File: src/rtl/ret_stack_pkg.sv
package ret_stack_pkg;

  typedef enum logic [1:0] {
    OP_IDLE  = 2'd0,
    OP_PUSH  = 2'd1,
    OP_POP   = 2'd2,
    OP_CLASH = 2'd3
  } stk_op_e;

  function automatic stk_op_e decode_op(input logic push, input logic pop);
    case ({push, pop})
      2'b10:   return OP_PUSH;
      2'b01:   return OP_POP;
      2'b11:   return OP_CLASH;
      default: return OP_IDLE;
    endcase
  endfunction

endpackage

File: src/rtl/ret_stack_ctrl.sv
module ret_stack_ctrl
  import ret_stack_pkg::*;
#(
  parameter int DEPTH = 4,
  localparam int IDX_W = (DEPTH > 1) ? $clog2(DEPTH) : 1,
  localparam int CNT_W = $clog2(DEPTH + 1)
) (
  input  logic             clk,
  input  logic             rst_n,
  input  logic             push_i,
  input  logic             pop_i,
  output logic             wr_en_o,
  output logic [IDX_W-1:0] wr_idx_o,
  output logic [IDX_W-1:0] rd_idx_o,
  output logic [CNT_W-1:0] level_o,
  output logic             full_o
);

  localparam logic [IDX_W-1:0] LAST_IDX = IDX_W'(DEPTH - 1);
  localparam logic [CNT_W-1:0] MAX_CNT  = CNT_W'(DEPTH);

  logic [IDX_W-1:0] idx_q, idx_d;
  logic [CNT_W-1:0] cnt_q, cnt_d;
  logic             st_en;
  stk_op_e          op;

  function automatic logic [IDX_W-1:0] idx_inc(input logic [IDX_W-1:0] i);
    return (i == LAST_IDX) ? '0 : i + 1'b1;
  endfunction

  function automatic logic [IDX_W-1:0] idx_dec(input logic [IDX_W-1:0] i);
    return (i == '0) ? LAST_IDX : i - 1'b1;
  endfunction

  assign op = decode_op(push_i, pop_i);

  // next-state
  always_comb begin
    idx_d = idx_q;
    cnt_d = cnt_q;
    st_en = 1'b0;
    case (op)
      OP_PUSH: begin
        st_en = 1'b1;
        idx_d = idx_inc(idx_q);
        if (cnt_q != MAX_CNT) cnt_d = cnt_q + 1'b1;
      end
      OP_POP: begin
        if (cnt_q != '0) begin
          st_en = 1'b1;
          idx_d = idx_dec(idx_q);
          cnt_d = cnt_q - 1'b1;
        end
      end
      default: st_en = 1'b0;
    endcase
  end

  // registers
  always_ff @(posedge clk or negedge rst_n) begin
    if (!rst_n) begin
      idx_q <= '0;
      cnt_q <= '0;
    end else if (st_en) begin
      idx_q <= idx_d;
      cnt_q <= cnt_d;
    end
  end

  assign wr_en_o  = (op == OP_PUSH);
  assign wr_idx_o = idx_q;
  assign rd_idx_o = idx_dec(idx_q);
  assign level_o  = cnt_q;
  assign full_o   = (cnt_q == MAX_CNT);

endmodule

File: src/rtl/ret_stack_mem.sv
module ret_stack_mem #(
  parameter int DEPTH = 4,
  parameter int PC_W  = 11,
  localparam int IDX_W = (DEPTH > 1) ? $clog2(DEPTH) : 1
) (
  input  logic             clk,
  input  logic             rst_n,
  input  logic             wr_en_i,
  input  logic [IDX_W-1:0] wr_idx_i,
  input  logic [PC_W-1:0]  wr_data_i,
  input  logic [IDX_W-1:0] rd_idx_i,
  output logic [PC_W-1:0]  rd_data_o
);

  logic [DEPTH-1:0][PC_W-1:0] slots;

  for (genvar g = 0; g < DEPTH; g++) begin : g_slot
    logic             ld;
    logic [PC_W-1:0]  ent_q;

    assign ld = wr_en_i && (wr_idx_i == IDX_W'(g));

    always_ff @(posedge clk or negedge rst_n) begin
      if (!rst_n)  ent_q <= '0;
      else if (ld) ent_q <= wr_data_i;
    end

    assign slots[g] = ent_q;
  end

  always_comb begin
    rd_data_o = '0;
    for (int k = 0; k < DEPTH; k++) begin
      if (rd_idx_i == IDX_W'(k)) rd_data_o = slots[k];
    end
  end

endmodule

File: src/rtl/ret_stack.sv
module ret_stack #(
  parameter int DEPTH = 4,
  parameter int PC_W  = 11
) (
  input  logic            clk,
  input  logic            rst_n,
  input  logic            push_i,
  input  logic            pop_i,
  input  logic [PC_W-1:0] pc_i,
  input  logic            irq_pending_i,
  output logic [PC_W-1:0] pc_o,
  output logic            irq_ack_en_o
);

  localparam int IDX_W = (DEPTH > 1) ? $clog2(DEPTH) : 1;
  localparam int CNT_W = $clog2(DEPTH + 1);

  logic [1:0]       rst_sync_q;
  logic             rst_q_n;
  logic             wr_en;
  logic [IDX_W-1:0] wr_idx;
  logic [IDX_W-1:0] rd_idx;
  logic [CNT_W-1:0] level;
  logic             full;

  // asynchronous assert, synchronous release
  always_ff @(posedge clk or negedge rst_n) begin
    if (!rst_n) rst_sync_q <= '0;
    else        rst_sync_q <= {rst_sync_q[0], 1'b1};
  end
  assign rst_q_n = rst_sync_q[1];

  ret_stack_ctrl #(.DEPTH(DEPTH)) u_ctrl (
    .clk      (clk),
    .rst_n    (rst_q_n),
    .push_i   (push_i),
    .pop_i    (pop_i),
    .wr_en_o  (wr_en),
    .wr_idx_o (wr_idx),
    .rd_idx_o (rd_idx),
    .level_o  (level),
    .full_o   (full)
  );

  ret_stack_mem #(.DEPTH(DEPTH), .PC_W(PC_W)) u_mem (
    .clk       (clk),
    .rst_n     (rst_q_n),
    .wr_en_i   (wr_en),
    .wr_idx_i  (wr_idx),
    .wr_data_i (pc_i),
    .rd_idx_i  (rd_idx),
    .rd_data_o (pc_o)
  );

  assign irq_ack_en_o = irq_pending_i & ~full;

endmodule

File: config.mk
export PLATFORM = sky130hd
export DESIGN_NAME = ret_stack
export DESIGN_NICKNAME = d
export VERILOG_FILES = /design/src/rtl/ret_stack_pkg.sv /design/src/rtl/ret_stack_ctrl.sv /design/src/rtl/ret_stack_mem.sv /design/src/rtl/ret_stack.sv
export SDC_FILE = /design/constraint.sdc
export NUM_CORES = 1
export LEC_CHECK = 0
export ABC_CLOCK_PERIOD_IN_PS = 1550
export BUFFER_PORTS_ARGS = -buffer_cell sky130_fd_sc_hd__buf_4
export CAP_MARGIN = 20
export CORE_MARGIN = 2
export CORE_UTILIZATION = 52
export DETAILED_ROUTE_END_ITERATION = 10
export GPL_ROUTABILITY_DRIVEN = 0
export PLACE_DENSITY_LB_ADDON = 0.1
export SYNTH_ARGS = -nofsm -noshare
export SYNTH_HDL_FRONTEND = slang
export SYNTH_SLANG_ARGS = --single-unit
File: constraint.sdc
create_clock -name clk -period 1.55 [get_ports clk]
set_input_delay 0.31 -clock clk [delete_from_list [all_inputs] [get_ports clk]]
set_output_delay 0.31 -clock clk [all_outputs]
set_load 0.01 [all_outputs]
Yosys cells after proc, flatten, opt, wreduce, memory -nomap -nowiden
Index checks and enable logic that the tools add are counted.
{ "totals": {"wordCells": 52, "in_bits": 16, "ff_bits": 51} }
{ "op_classes": {"n_addsub": 4, "muxes": 14, "n_eq_ne": 15, "n_bitwise": 2, "reduce_logical": 10} }
{ "op_table": {"columns": ["op", "count"], "rows": [
  ["11-bit two-way mux", 4],
  ["2-bit equality test, second input constant", 7],
  ["2-bit by 1-bit equality test with 1-bit output, second input constant", 4],
  ["2-bit two-way mux", 3],
  ["3-bit two-way mux", 2],
  ["2-bit one-hot mux with 3 select lines", 1],
  ["3-bit one-hot mux with 2 select lines", 1],
  ["1-bit logical AND", 4],
  ["2-bit logical NOT", 2],
  ["2-bit one-hot mux with 2 select lines", 1],
  ["4-bit AND reduction", 1],
  ["3-bit by 1-bit adder with 3-bit output, second input constant", 1],
  ["3-bit equality test, second input constant", 1],
  ["3-bit inequality test, second input constant", 1],
  ["3-bit AND reduction", 1],
  ["3-bit nonzero test", 1],
  ["3-bit by 1-bit subtractor with 3-bit output, second input constant", 1],
  ["2-bit by 1-bit adder with 2-bit output, second input constant", 1],
  ["2-bit by 1-bit inequality test with 1-bit output, second input constant", 1],
  ["2-bit inequality test, second input constant", 1],
  ["1-bit one-hot mux with 2 select lines", 1],
  ["2-bit nonzero test", 1],
  ["2-bit by 1-bit subtractor with 2-bit output, second input constant", 1],
  ["1-bit AND", 1],
  ["2 further kinds", 2]
]} }

Depth between registers and ports, before layout
{ "depth": {"ltp_word": 7, "depth_mapped": 8} }

Modules after synthesis
From an unflattened synthesis, not the netlist that was laid out.
{ "hier_totals": {"cells_unflattened": 151, "hier_area_um2": 2511.2} }
{ "modules_own_cells": {"columns": ["module", "cells_per_inst", "area_per_inst_um2", "seq_area_each_um2", "instances"], "rows": [
  ["ret_stack_mem", 109, 2073.2, 1101.1, 1],
  ["ret_stack_ctrl", 38, 370.4, 125.1, 1],
  ["ret_stack", 4, 67.6, 50.0, 1]
]} }

Worst setup path after synthesis
OpenSTA, ideal clock, no wires.
{ "synth_path": {"kind": "input to register", "from": "input push_i", "to": "register u_ctrl.cnt_q[2] (netlist: u_ctrl.level_o[2])", "arrival_ns": 1.693, "required_time_ns": 1.424, "slack_ns": -0.269, "setup_time_ns": 0.126, "path_stages": 8, "cell_sequence": "inv_1 > ha_1 > buf_6 > inv_1 > fa_1 > nand2b_1 > a21o_1 > a221o_1"} }
{ "synth_via": {"elab_chain_cells": 5, "elab_cells_between_ends": 12, "classes_between": "eq/ne (7); mux (3); reduce/logical (2)"} }
{ "synth_lines": {"columns": ["element", "line_no", "rtl"], "rows": [
  ["start: declaration", "ret_stack.sv:7", "input logic push_i,"],
  ["2-bit equality test / 2-bit by 1-bit equality test with 1-bit output (equally long branches)", "ret_stack_pkg.sv:11", "case ({push, pop})"],
  ["2-bit one-hot mux with 3 select lines (*)", "ret_stack_pkg.sv:11", null],
  ["2-bit equality test / 2-bit by 1-bit equality test with 1-bit output (equally long branches)", "ret_stack_ctrl.sv:42", "case (op)"],
  ["1-bit one-hot mux with 2 select lines, or another cell as far along", "ret_stack_ctrl.sv:42", null],
  ["4-bit AND reduction (no source line)", null, null],
  ["end signal: assignment", "ret_stack_ctrl.sv:66", "cnt_q <= cnt_d;"],
  ["end: declaration", "ret_stack_ctrl.sv:23", "logic [CNT_W-1:0] cnt_q, cnt_d;"]
]} }
Mark *: on every way between the ends. The rest lies on a longest branch, timed or not.
A chain may end at the register's enable or synchronous reset.

Final worst setup path
{ "layout_path": {"from": "register u_ctrl.idx_q[0] (netlist: u_ctrl.wr_idx_o[0])", "to": "output pc_o[2]"} }
{ "layout_via": {"elab_chain_cells": 7, "elab_cells_between_ends": 11, "classes_between": "add/sub (1); eq/ne (3); mux (5); reduce/logical (2)"} }
{ "layout_lines": {"columns": ["element", "line_no", "rtl"], "rows": [
  ["start: declaration", "ret_stack_ctrl.sv:22", "logic [IDX_W-1:0] idx_q, idx_d;"],
  ["start signal: assignment", "ret_stack_ctrl.sv:65", "idx_q <= idx_d;"],
  ["2-bit by 1-bit subtractor with 2-bit output / 2-bit logical NOT (equally long branches)", "ret_stack_ctrl.sv:32", "return (i == '0) ? LAST_IDX : i - 1'b1;"],
  ["2-bit two-way mux (*)", "ret_stack_ctrl.sv:32", null],
  ["2-bit logical NOT", "ret_stack_mem.sv:34", "if (rd_idx_i == IDX_W'(k)) rd_data_o = slots[k];"],
  ["11-bit two-way mux (3 in series)", "ret_stack_mem.sv:34", null],
  ["11-bit two-way mux (*)", "ret_stack_mem.sv:34", null],
  ["end: declaration", "ret_stack.sv:11", "output logic [PC_W-1:0] pc_o,"]
]} }
Marked as above.

==> summary.txt <==
Clock Skew: 6.74 ps
Worst-Skew Late Latency: 300 ps
Via Count: 1863
Setup crit end kind: output port
synth warn: 0
drt total wl: 6120 um
R2R cell count: 6
worst endpoint required time: 1240 ps
Area growth syn-to-layout: 34.7%
Die Height: 73.9 um
clk slew on worst S/H paths: 90 ps
reg2reg start: u_ctrl.level_o[0]$_DFFE_PN0P_
number of core rows: 25
worst min path class: reg2async
Final Critical Period: 1980 ps
number of CTS-inserted buffers: 5
DRT Pass-1 Iters: 4
Crit Path Class: reg2out
most used flip-flop cell after synthesis: dfrtp_1
status: finished with violations
max_cap viols: 0
drt via density: 5.43
final setup violation count: 35
dpl hpwl: 4060 um
max frequency: 506 MHz
r2r setup slk: -50 ps
Max Slew Vio Count: 0
Lkg Pwr: 0.00158 uW
Synth Cell Area: 0.00254 sq mm
CTS Root Buffer Type: clkbuf_8
H-Tree Depth: 2
final hold viol count: 0
largest net degree at the start of global routing: 25
vias in the first global route: 1953
Fin Setup TNS: -5120 ps
Tcrit/Tclk final: 128%
Crit. Startpoint: u_ctrl.wr_idx_o[0]$_DFFE_PN0P_
initial antenna violation count: 0
Post-Synthesis Cells: 217
VDD IR max: 0.968 mV
IO buf count: 27
WP data arrival: 1670 ps
leading cell types in the layout, fill and taps excluded: buf_4 (48), dfrtp_1 (47), mux2_2 (33)
ant diodes: 0
Cell Pwr Density: 2140 mW/mm^2
FF-to-FF End: u_ctrl.level_o[2]$_DFFE_PN0P_
fraction of registers with async set/reset: 100%
Max Root-Sink Buffers: 2
first-pass GRT wire length: 9520 um
number of synthesized flops with an enable pin: 0
DIE AREA: 0.00545 sq mm
post-synthesis register bit count: 51
chip width: 73.9 um
share of cells above drive strength 1: 53.6%
IO Count: 28
wire length per cell: 17.8 um
failing checks: negative setup slack
post-synthesis sequential area ratio: 50.3%
Syn Area/Cell: 11.7 sq um
pre-CTS setup slack: -208 ps
Distinct cells, synth: 32
residual DRC count: 0
drt initial violations: 64
CTS tree: built
CP Launch Type: register
Final WS setup: -427 ps
Synthesized Nets: 241
Nets: 299
commonest non-fill, non-tap cell in the layout: buf_4
Starting Density: 53.7%
grt ovf: 0
CP max FO: 12
Total GRT Usage: 23.8%
clk sink count: 51
CORE AREA: 0.00472 sq mm
worst hold slack: 225 ps
antenna-violating nets left: 0
RSZ-0062 raised after global routing: true
==> state kept, by name, indices dropped and copies added, names as in the netlist <==
name and cells:
u_ctrl.wr_idx_o 2, u_mem.g_slot.ent_q 44, u_ctrl.level_o 3, rst_sync_q 2
==> timing repair <==
| action | 4_1_cts | 5_1_grt |
|---|---|---|
| endpoints found under the hold margin | 2 | 0 |
| hold buffers | 1 | 0 |
| gates cloned | 0 | 0 |
| buffers inserted | 4 | 4 |
| endpoints found under the setup margin | 41 | 42 |
| resized for setup | 49 | 15 |
| pin swaps | 3 | 3 |
==> logic make-up (layout without fill, tap and decap cells) <==
| logic type | after synthesis | after routing | share of synthesized area (%) |
|---|---|---|---|
| and+or+nand+nor | 27 | 27 | 5.82 |
| buffers and inverters | 31 | 90 | 5.08 |
| DFF | 51 | 51 | 50.3 |
| xor gates and xnor gates | 2 | 2 | 0.690 |
| other | 1 | 1 | 0.148 |
| AOI/OAI and AO/OA | 51 | 51 | 13.4 |
| adders and majority gates | 8 | 8 | 4.24 |
| muxes | 46 | 46 | 20.3 |
==> critical path, stage by stage (launching register included) <==
cell and delay, ps:
dfrtp_2 450, inv_4 70, ha_4 170, buf_8 150
a21oi_2 150, o21ai_2 70, a22o_1 170, buf_4 140
==> layer usage <==
metal,part of all wire [%],GRT usage (%),up-vias
met4,1.5,7.68,0
met3,2.9,4.12,9
li1,-,-,874
met1,41,27.7,935
met2,55,44.0,45
met5,0,0,-
==> stage by stage <==
step	util (%)	total power (uW)	instances	instance area, sq um
after floorplan	-	4400	217	2600
after global placement	64.3	5430	326	3040
after detailed placement	64.3	5660	326	3040
after CTS	70.4	7030	339	3320
after global routing	72.4	7770	343	3420
final	72.4	7320	343	3420
==> area by class of cell <==
type / instances / area [sq um]
Inverter: 19 / 91.3
Sequential cell: 51 / 1280
Clock inverter: 1 / 30.0
Tap cell: 67 / 83.8
Clock buffer: 7 / 76.3
Fill cell: 334 / 1310
Timing Repair Buffer: 63 / 549
Multi-Input combinational cell: 135 / 1310
==> where the power goes <==
part	switching [uW]	internal [uW]	total (uW)
sequential	491	1990	2480
combinational	1720	2230	3950
clock	400	483	883
==> Yosys cell counts (2+ instances only) <==
cell type	count	area share (%)
clkbuf_1	7	1.0
dfrtp_1	51	50
ha_1	7	3.5
inv_1	19	2.8
nor2_1	3	0.44
mux2i_1	2	0.79
o21ai_0	11	2.2
a22o_1	11	3.8
nand2_1	15	2.2
mux2_2	44	20
xnor2_1	2	0.69
a21oi_1	22	4.3
buf_2	4	0.79
==> worst max-delay path by stage <==
stage,to,slack (ps)
global route,pc_o[7],-510
finish,pc_o[2],-430
global placement,u_ctrl.level_o[2]$_DFFE_PN0P_,-170
floorplan,u_ctrl.level_o[2]$_DFFE_PN0P_,-100
CTS,pc_o[4],-420
detailed placement,u_ctrl.level_o[2]$_DFFE_PN0P_,-210
Note: power is estimated with default switching activity, not from simulation.
